## config.mk

```make
export PLATFORM = sky130hd
export DESIGN_NAME = cfgmem_loader
export DESIGN_NICKNAME = d
export VERILOG_FILES = /design/src/rtl/cfgmem_pkg.sv /design/src/rtl/cfgmem_frame_buffer.sv /design/src/rtl/cfgmem_frame_decoder.sv /design/src/rtl/cfgmem_frame_cell.sv /design/src/rtl/cfgmem_loader.sv
export SDC_FILE = /design/constraint.sdc
export NUM_CORES = 1
export LEC_CHECK = 0
export ABC_CLOCK_PERIOD_IN_PS = 3650
export BUFFER_PORTS_ARGS = -buffer_cell sky130_fd_sc_hd__buf_2
export CORE_ASPECT_RATIO = 2
export CORE_MARGIN = 5
export CORE_UTILIZATION = 48
export CTS_CLUSTER_DIAMETER = 30
export DETAILED_ROUTE_END_ITERATION = 6
export PLACE_DENSITY = 0.82
export SETUP_SLACK_MARGIN = 0.2
export SYNTH_ARGS = -nofsm -noshare
export SYNTH_HDL_FRONTEND = slang
export SYNTH_HIERARCHICAL = 1
export SYNTH_SLANG_ARGS = --single-unit
```

## constraint.sdc

```tcl
create_clock -name clk -period 3.65 [get_ports clk]
set_input_delay 0.5475 -clock clk [delete_from_list [all_inputs] [get_ports clk]]
set_output_delay 0.5475 -clock clk [all_outputs]
set_load 0.03 [all_outputs]
```

## src/rtl/cfgmem_pkg.sv

```systemverilog
package cfgmem_pkg;

    // Width of the frame-number field for a given frame count (at least one bit).
    function automatic int frame_addr_width(input int frames);
        return (frames > 1) ? $clog2(frames) : 1;
    endfunction

    // Per-cycle control applied to the loader.
    typedef struct packed {
        logic shift;
        logic bit_in;
        logic write;
        logic clear;
    } cfg_op_t;

endpackage

```

## src/rtl/cfgmem_frame_buffer.sv

```systemverilog
module cfgmem_frame_buffer #(
    parameter int FRAME_BITS = 12,
    parameter int ADDR_W     = 3
) (
    input  logic                  clk,
    input  logic                  rst,
    input  cfgmem_pkg::cfg_op_t   op,
    output logic [FRAME_BITS-1:0] payload,
    output logic [ADDR_W-1:0]     frame_num
);
    localparam int STR_W = FRAME_BITS + ADDR_W;

    logic [STR_W-1:0] str_q;

    // Serial in at bit 0; payload ends up above the frame number.
    always_ff @(posedge clk) begin
        if (rst) begin
            str_q <= '0;
        end else if (op.shift) begin
            str_q <= {str_q[STR_W-2:0], op.bit_in};
        end
    end

    assign payload   = str_q[STR_W-1:ADDR_W];
    assign frame_num = str_q[ADDR_W-1:0];

endmodule

```

## src/rtl/cfgmem_frame_decoder.sv

```systemverilog
module cfgmem_frame_decoder #(
    parameter int NUM_FRAMES = 6,
    parameter int ADDR_W     = 3
) (
    input  logic [ADDR_W-1:0]     frame_num,
    input  cfgmem_pkg::cfg_op_t   op,
    output logic [NUM_FRAMES-1:0] load_sel
);
    // A clear overrides any load; numbers past the last frame match nothing.
    for (genvar k = 0; k < NUM_FRAMES; k++) begin : g_dec
        assign load_sel[k] = op.write && !op.clear && (frame_num == ADDR_W'(k));
    end

endmodule

```

## src/rtl/cfgmem_frame_cell.sv

```systemverilog
module cfgmem_frame_cell #(
    parameter int FRAME_BITS = 12
) (
    input  logic                  clk,
    input  logic                  load,
    input  logic                  clear,
    input  logic [FRAME_BITS-1:0] bus,
    output logic [FRAME_BITS-1:0] bits
);
    // No reset: configuration survives a loader reset.
    always_ff @(posedge clk) begin
        if (clear) begin
            bits <= '0;
        end else if (load) begin
            bits <= bus;
        end
    end

endmodule

```

## src/rtl/cfgmem_loader.sv

```systemverilog
module cfgmem_loader #(
    parameter int NUM_FRAMES = 6,
    parameter int FRAME_BITS = 12
) (
    input  logic                             clk,
    input  logic                             rst,
    input  logic                             shift_en,
    input  logic                             shift_in,
    input  logic                             write_en,
    input  logic                             clear_all,
    output logic [NUM_FRAMES*FRAME_BITS-1:0] cfg_out
);
    import cfgmem_pkg::*;

    localparam int ADDR_W = frame_addr_width(NUM_FRAMES);

    cfg_op_t                 op;
    logic [FRAME_BITS-1:0]   buf_data;
    logic [ADDR_W-1:0]       buf_addr;
    logic [NUM_FRAMES-1:0]   wr_sel;

    assign op = '{shift: shift_en, bit_in: shift_in, write: write_en, clear: clear_all};

    cfgmem_frame_buffer #(
        .FRAME_BITS (FRAME_BITS),
        .ADDR_W     (ADDR_W)
    ) u_buffer (
        .clk        (clk),
        .rst        (rst),
        .op         (op),
        .payload    (buf_data),
        .frame_num  (buf_addr)
    );

    cfgmem_frame_decoder #(
        .NUM_FRAMES (NUM_FRAMES),
        .ADDR_W     (ADDR_W)
    ) u_decoder (
        .frame_num  (buf_addr),
        .op         (op),
        .load_sel   (wr_sel)
    );

    for (genvar k = 0; k < NUM_FRAMES; k++) begin : g_frame
        cfgmem_frame_cell #(
            .FRAME_BITS (FRAME_BITS)
        ) u_cell (
            .clk   (clk),
            .load  (wr_sel[k]),
            .clear (op.clear),
            .bus   (buf_data),
            .bits  (cfg_out[k*FRAME_BITS +: FRAME_BITS])
        );
    end

endmodule

```

Word level (Yosys, flattened, before mapping)
Index checks and enable logic that the tools add are counted.
- bits in registers: 87
- output and inout port bits: 72
- logic and storage cells: 21
- equal/unequal tests: 5
- reduce and logical (&&, ||, !) cells: 9
- operators with widths (cell ; count):
    1-bit logical AND ; 7
    3-bit by 2-bit equality test with 1-bit output, second input constant ; 2
    3-bit equality test, second input constant ; 2
    3-bit by 1-bit equality test with 1-bit output, second input constant ; 1
    3-bit zero test ; 1
    1-bit zero test ; 1

Longest topological paths before layout
- word-level depth: 3
- depth in mapped cells: 5

By module
The synthesis kept the hierarchy.
- by module, submodules not included (module ; instances ; cells an instance ; area each (um^2) ; sequential area each (um^2)):
    cfgmem_frame_cell ; 6 ; 38 ; 420.4 ; 240.2
    cfgmem_frame_buffer ; 1 ; 48 ; 541.8 ; 300.3
    cfgmem_frame_decoder ; 1 ; 8 ; 77.6 ; 0.0

Worst setup path after synthesis
OpenSTA, ideal clock, no wires.
- path kind: input to register
- start point: input clear_all
- end point: register g_frame[4].u_cell.bits[0]
- setup time: 128 ps
- arrival time: 1720 ps
- data required time: 3522 ps
- path slack: 1803 ps
- cell stages on the path: 5
- buffers on the path: 1
- cells stage by stage: nand2b_4 -> nor4b_1 -> buf_6 -> mux2i_1 -> nor2_1
- longest elaborated chain between the ends: 3
- ends and longest elaborated chain (item ; RTL line ; source):
    start: declaration ; cfgmem_loader.sv:10 ; input logic clear_all,
    1-bit zero test ; cfgmem_frame_decoder.sv:11 ; assign load_sel[k] = op.write && !op.clear && (frame_num == ADDR_W'(k));
    1-bit logical AND (2 in series) ; cfgmem_frame_decoder.sv:11 ;
    via wr_sel[4] ; cfgmem_loader.sv:20 ; logic [NUM_FRAMES-1:0] wr_sel;
    end signal: assignment ; cfgmem_frame_cell.sv:15 ; bits <= bus;
    end: declaration ; cfgmem_frame_cell.sv:8 ; output logic [FRAME_BITS-1:0] bits
The timed path passes the listed nets, and every way through them passes these cells.
A chain may end at the register's enable or synchronous reset.

Final worst setup path
- start point: input clear_all
- end point: register g_frame[1].u_cell.bits[2]
- longest elaborated chain between the ends: 3
- ends and longest elaborated chain (item ; RTL line):
    1-bit zero test ; cfgmem_frame_decoder.sv:11
    1-bit logical AND (2 in series) ; cfgmem_frame_decoder.sv:11
    via wr_sel[1] ; cfgmem_loader.sv:20
    end signal: assignment ; cfgmem_frame_cell.sv:15
    end: declaration ; cfgmem_frame_cell.sv:8
The timed path passes the listed nets, and every way through them passes these cells.

==> parameters.txt <==
Parameter                              Value

Synth
  Post-synthesis async set-or-reset flop share ... 0
  Share of the synthesized area in the top cell type ... 0.554
  Adder-cell share of the synthesized area ... 0
  Area share of and/or/nand/nor cells after synthesis ... 0.129
  Yosys Warn Count ... 6
  Distinct cell type count after synthesis ... 13
  Post-Synthesis Mean Instance Area ... 11.1 µm²
  Number of storage elements in the synthesis netlist ... 87
  Most used flip-flop cell after synthesis ... dfxtp_1
  Area fraction in compound gates after synthesis ... 0
  Top cell types by occurrence after synthesis ... dfxtp_1 (87), mux2i_1 (87), nor2_1 (87)
  Number of enable flip-flop cells after synthesis ... 0
  Biggest area consumer among synthesized cells ... dfxtp_1
  Dominant combinational cell family by area after synthesis ... multiplexers
  Post-synthesis xor/xnor area fraction ... 0
  Syn nets ... 290
  Dominant cells by area after synthesis ... dfxtp_1 (55%), mux2i_1 (28%), nor2_1 (10%), buf_6 (2.5%), clkbuf_1 (0.84%)
  Proportion of synthesized area in mux cells ... 0.277
  Number of instances in the synthesized netlist ... 284
  Post-synthesis sequential area ratio ... 0.554
  Cell area after synthesis ... 3140 µm²

Timing
  Upper clock frequency limit ... 0.541 GHz
  Final total negative setup slack ... 0 ns
  RSZ-0062 raised after global routing ... false
  Final period utilization ... 0.507
  Final setup violation count ... 0
  Relative slew slack ... 0.512
  Number of max-slew violations in the final report ... 0
  Hold Violations, Final ... 0
  Slew at the pin closest to its max-slew limit ... 0.733 ns
  Post-route minimum period ... 1.85 ns
  Clock skew ... 0.00464 ns

Global routing
  Overall global routing resource usage ... 0.182
  First-pass GRT wire length ... 11300 µm
  Number of antenna violations at the first check in global routing ... 0
  Via count of the first global-routing pass ... 2198
  Largest net degree at the start of global routing ... 61
  Global-route congestion overflow total ... 0

Die
  Overall die area ... 8360 µm²
  Starting density of the core ... 0.494
  Die extent in y ... 124 µm
  Std-Cell Rows ... 41
  Die width ... 67.2 µm
  Core region area ... 6360 µm²
  Number of placed I/O pins ... 78

Worst hold path
  Worst Hold Path EP ... u_buffer/str_q[0]$_SDFFE_PP0P_
  Min-Delay Path Depth ... 3
  Min-delay worst type ... input port to flip-flop
  Worst min-delay path startpoint ... shift_in

Final layout
  Number of diodes ... 0
  Fraction of layout instances using a drive strength above 1 ... 0.260
  Area used by multi-input combinational logic ... 1290 µm²
  Layout Cells excl Fill ... 451
  Register cell area after layout ... 1740 µm²
  Number of nets in the layout ... 366
  Filler Cell Count ... 576
  Relative area change from synthesis to final layout ... 20.9%
  Final standard cell area without fillers ... 3800 µm²

Route
  Met1 wire length ... 2780 µm
  TritonRoute pass-1 iters ... 4
  Detailed-route vias per instance ... 5.00
  Overall via count from detail_route ... 2257
  Detailed route wirelength on metal3 ... 353 µm
  Iteration-0 DRC count of the detailed router ... 118
  DRC violations left ... 0
  Highest metal layer used by the detailed router ... met4
  Routed wire per std cell ... 15.7 µm
  Aggregate routed wire length ... 7090 µm
  Met2 wirelength from detailed routing ... 3740 µm
  Antenna Nets Post-Route ... 0

Clock network
  Clock Path Buffers ... 2
  # resized after CTS ... 0
  Number of sinks driven by the clock tree ... 87
  Total number of H-tree levels ... 3
  Number of hold-repair buffers added at the cts stage ... 0
  TritonCTS clock tree ... done
  Worst-Skew Late Latency ... 0.33 ns
  Post-CTS clock slew at the launch and capture registers of the worst setup and hold paths ... 0.06 ns
  Number of buffers created by CTS ... 9
  Setup bufs post-CTS ... 0
  Clk root buf ... clkbuf_16

Critical path
  Largest fanout on the critical path ... 15
  Critical path required time ... 3.84 ns
  Worst-case reg-to-reg path depth ... 4
  Worst setup path category ... input port to flip-flop
  R2r endpoint ... g_frame[1].u_cell/bits[2]$_SDFFE_PP0P_
  Worst Setup Start Kind ... input port
  Arrival time at the worst endpoint ... 2.04 ns
  Capturing element type of the critical path ... flip-flop
  Source of the worst register-to-register timing path ... u_buffer/str_q[2]$_SDFFE_PP0P_
  Slack of the worst reg-to-reg path ... 1.89 ns

Place
  Post-detail-place hpwl ... 4970 µm
  Routability congestion estimate from global placement ... 0.750
  Post-detailed-placement cell area ... 3540 µm²
  Placed cell count ... 435
  Count of input and output buffers ... 77

Power and ir drop
  Leak ... 0.00164 µW
  Cell Pwr Density ... 469 nW/µm²
  Peak supply drop ... 0.302 mV
  Power, Total ... 1780 µW

Status
  Status ... finished clean

Flow run
  Total of max-cap violations ... 0
-- final cells by class --
cell class	count	area share
Clock buffer	15	0.0652
Tap cell	86	0.0283
Timing Repair Buffer	80	0.107
Multi-Input combinational cell	182	0.339
Clock inverter	1	0.00132
Sequential cell	87	0.459
-- power breakdown --
group	leakage (µW)	switching, µW	total [µW]	internal (µW)
combinational	0.000814	28.3	43.7	15.4
clock	0.000122	323	784	461
sequential	0.000701	2.85	954	951
-- worst max-delay path, stage by stage --
cell	delay (ns)
buf_2	0.20
nor3b_2	0.24
and3b_1	0.67
mux2i_1	0.30
nor2_1	0.07
-- metrics by stage --
step           setup WS (ns)  hold WS (ns)   util
2_1_floorplan           1.80         0.535      -
3_3_place_gp            1.56         0.474  0.557
3_5_place_dp            1.52         0.478  0.557
4_1_cts                 1.83         0.442  0.597
5_1_grt                 1.76         0.449  0.597
6_report                1.80         0.449  0.597
-- cells in the final DEF, fill, tap and decap left out, types with 2 or more instances in the layout --
cell / count
buf_2: 77
buf_4: 3
mux2i_1: 87
clkbuf_16: 9
and3b_1: 2
nor2_1: 87
dfxtp_1: 87
clkbuf_1: 6
-- state kept, by name (all words and copies together) (netlist names) --
| signal | flops |
|---|---|
| g_frame.u_cell/bits | 72 |
| u_buffer/str_q | 15 |
-- cells by family (layout without fill, tap and decap cells) --
| family | after synthesis | in the layout |
|---|---|---|
| muxes | 87 | 87 |
| and+or+nand+nor | 95 | 95 |
| DFF | 87 | 87 |
| buffers and inverters | 15 | 96 |
-- how the worst max path moves through the flow --
| stage | to | from | cells after the start | slack [ns] |
|---|---|---|---|---|
| final | g_frame[1].u_cell/bits[2]$_SDFFE_PP0P_ | clear_all | 5 | 1.80 |
| after detailed placement | g_frame[3].u_cell/bits[2]$_SDFFE_PP0P_ | clear_all | 5 | 1.52 |
| after CTS | g_frame[1].u_cell/bits[2]$_SDFFE_PP0P_ | clear_all | 5 | 1.83 |
| after global placement | g_frame[1].u_cell/bits[11]$_SDFFE_PP0P_ | clear_all | 5 | 1.56 |
| after floorplan | g_frame[4].u_cell/bits[0]$_SDFFE_PP0P_ | clear_all | 5 | 1.80 |
| after global routing | g_frame[1].u_cell/bits[10]$_SDFFE_PP0P_ | clear_all | 5 | 1.76 |
-- routing by layer --
layer  GRT usage  vias to the layer above
li1            -                     1104
met1       0.213                     1071
met2       0.296                       66
met3      0.0451                       16
met4      0.0909                        0
met5           0                        -
No activity file was read; power rests on OpenSTA's default activity.
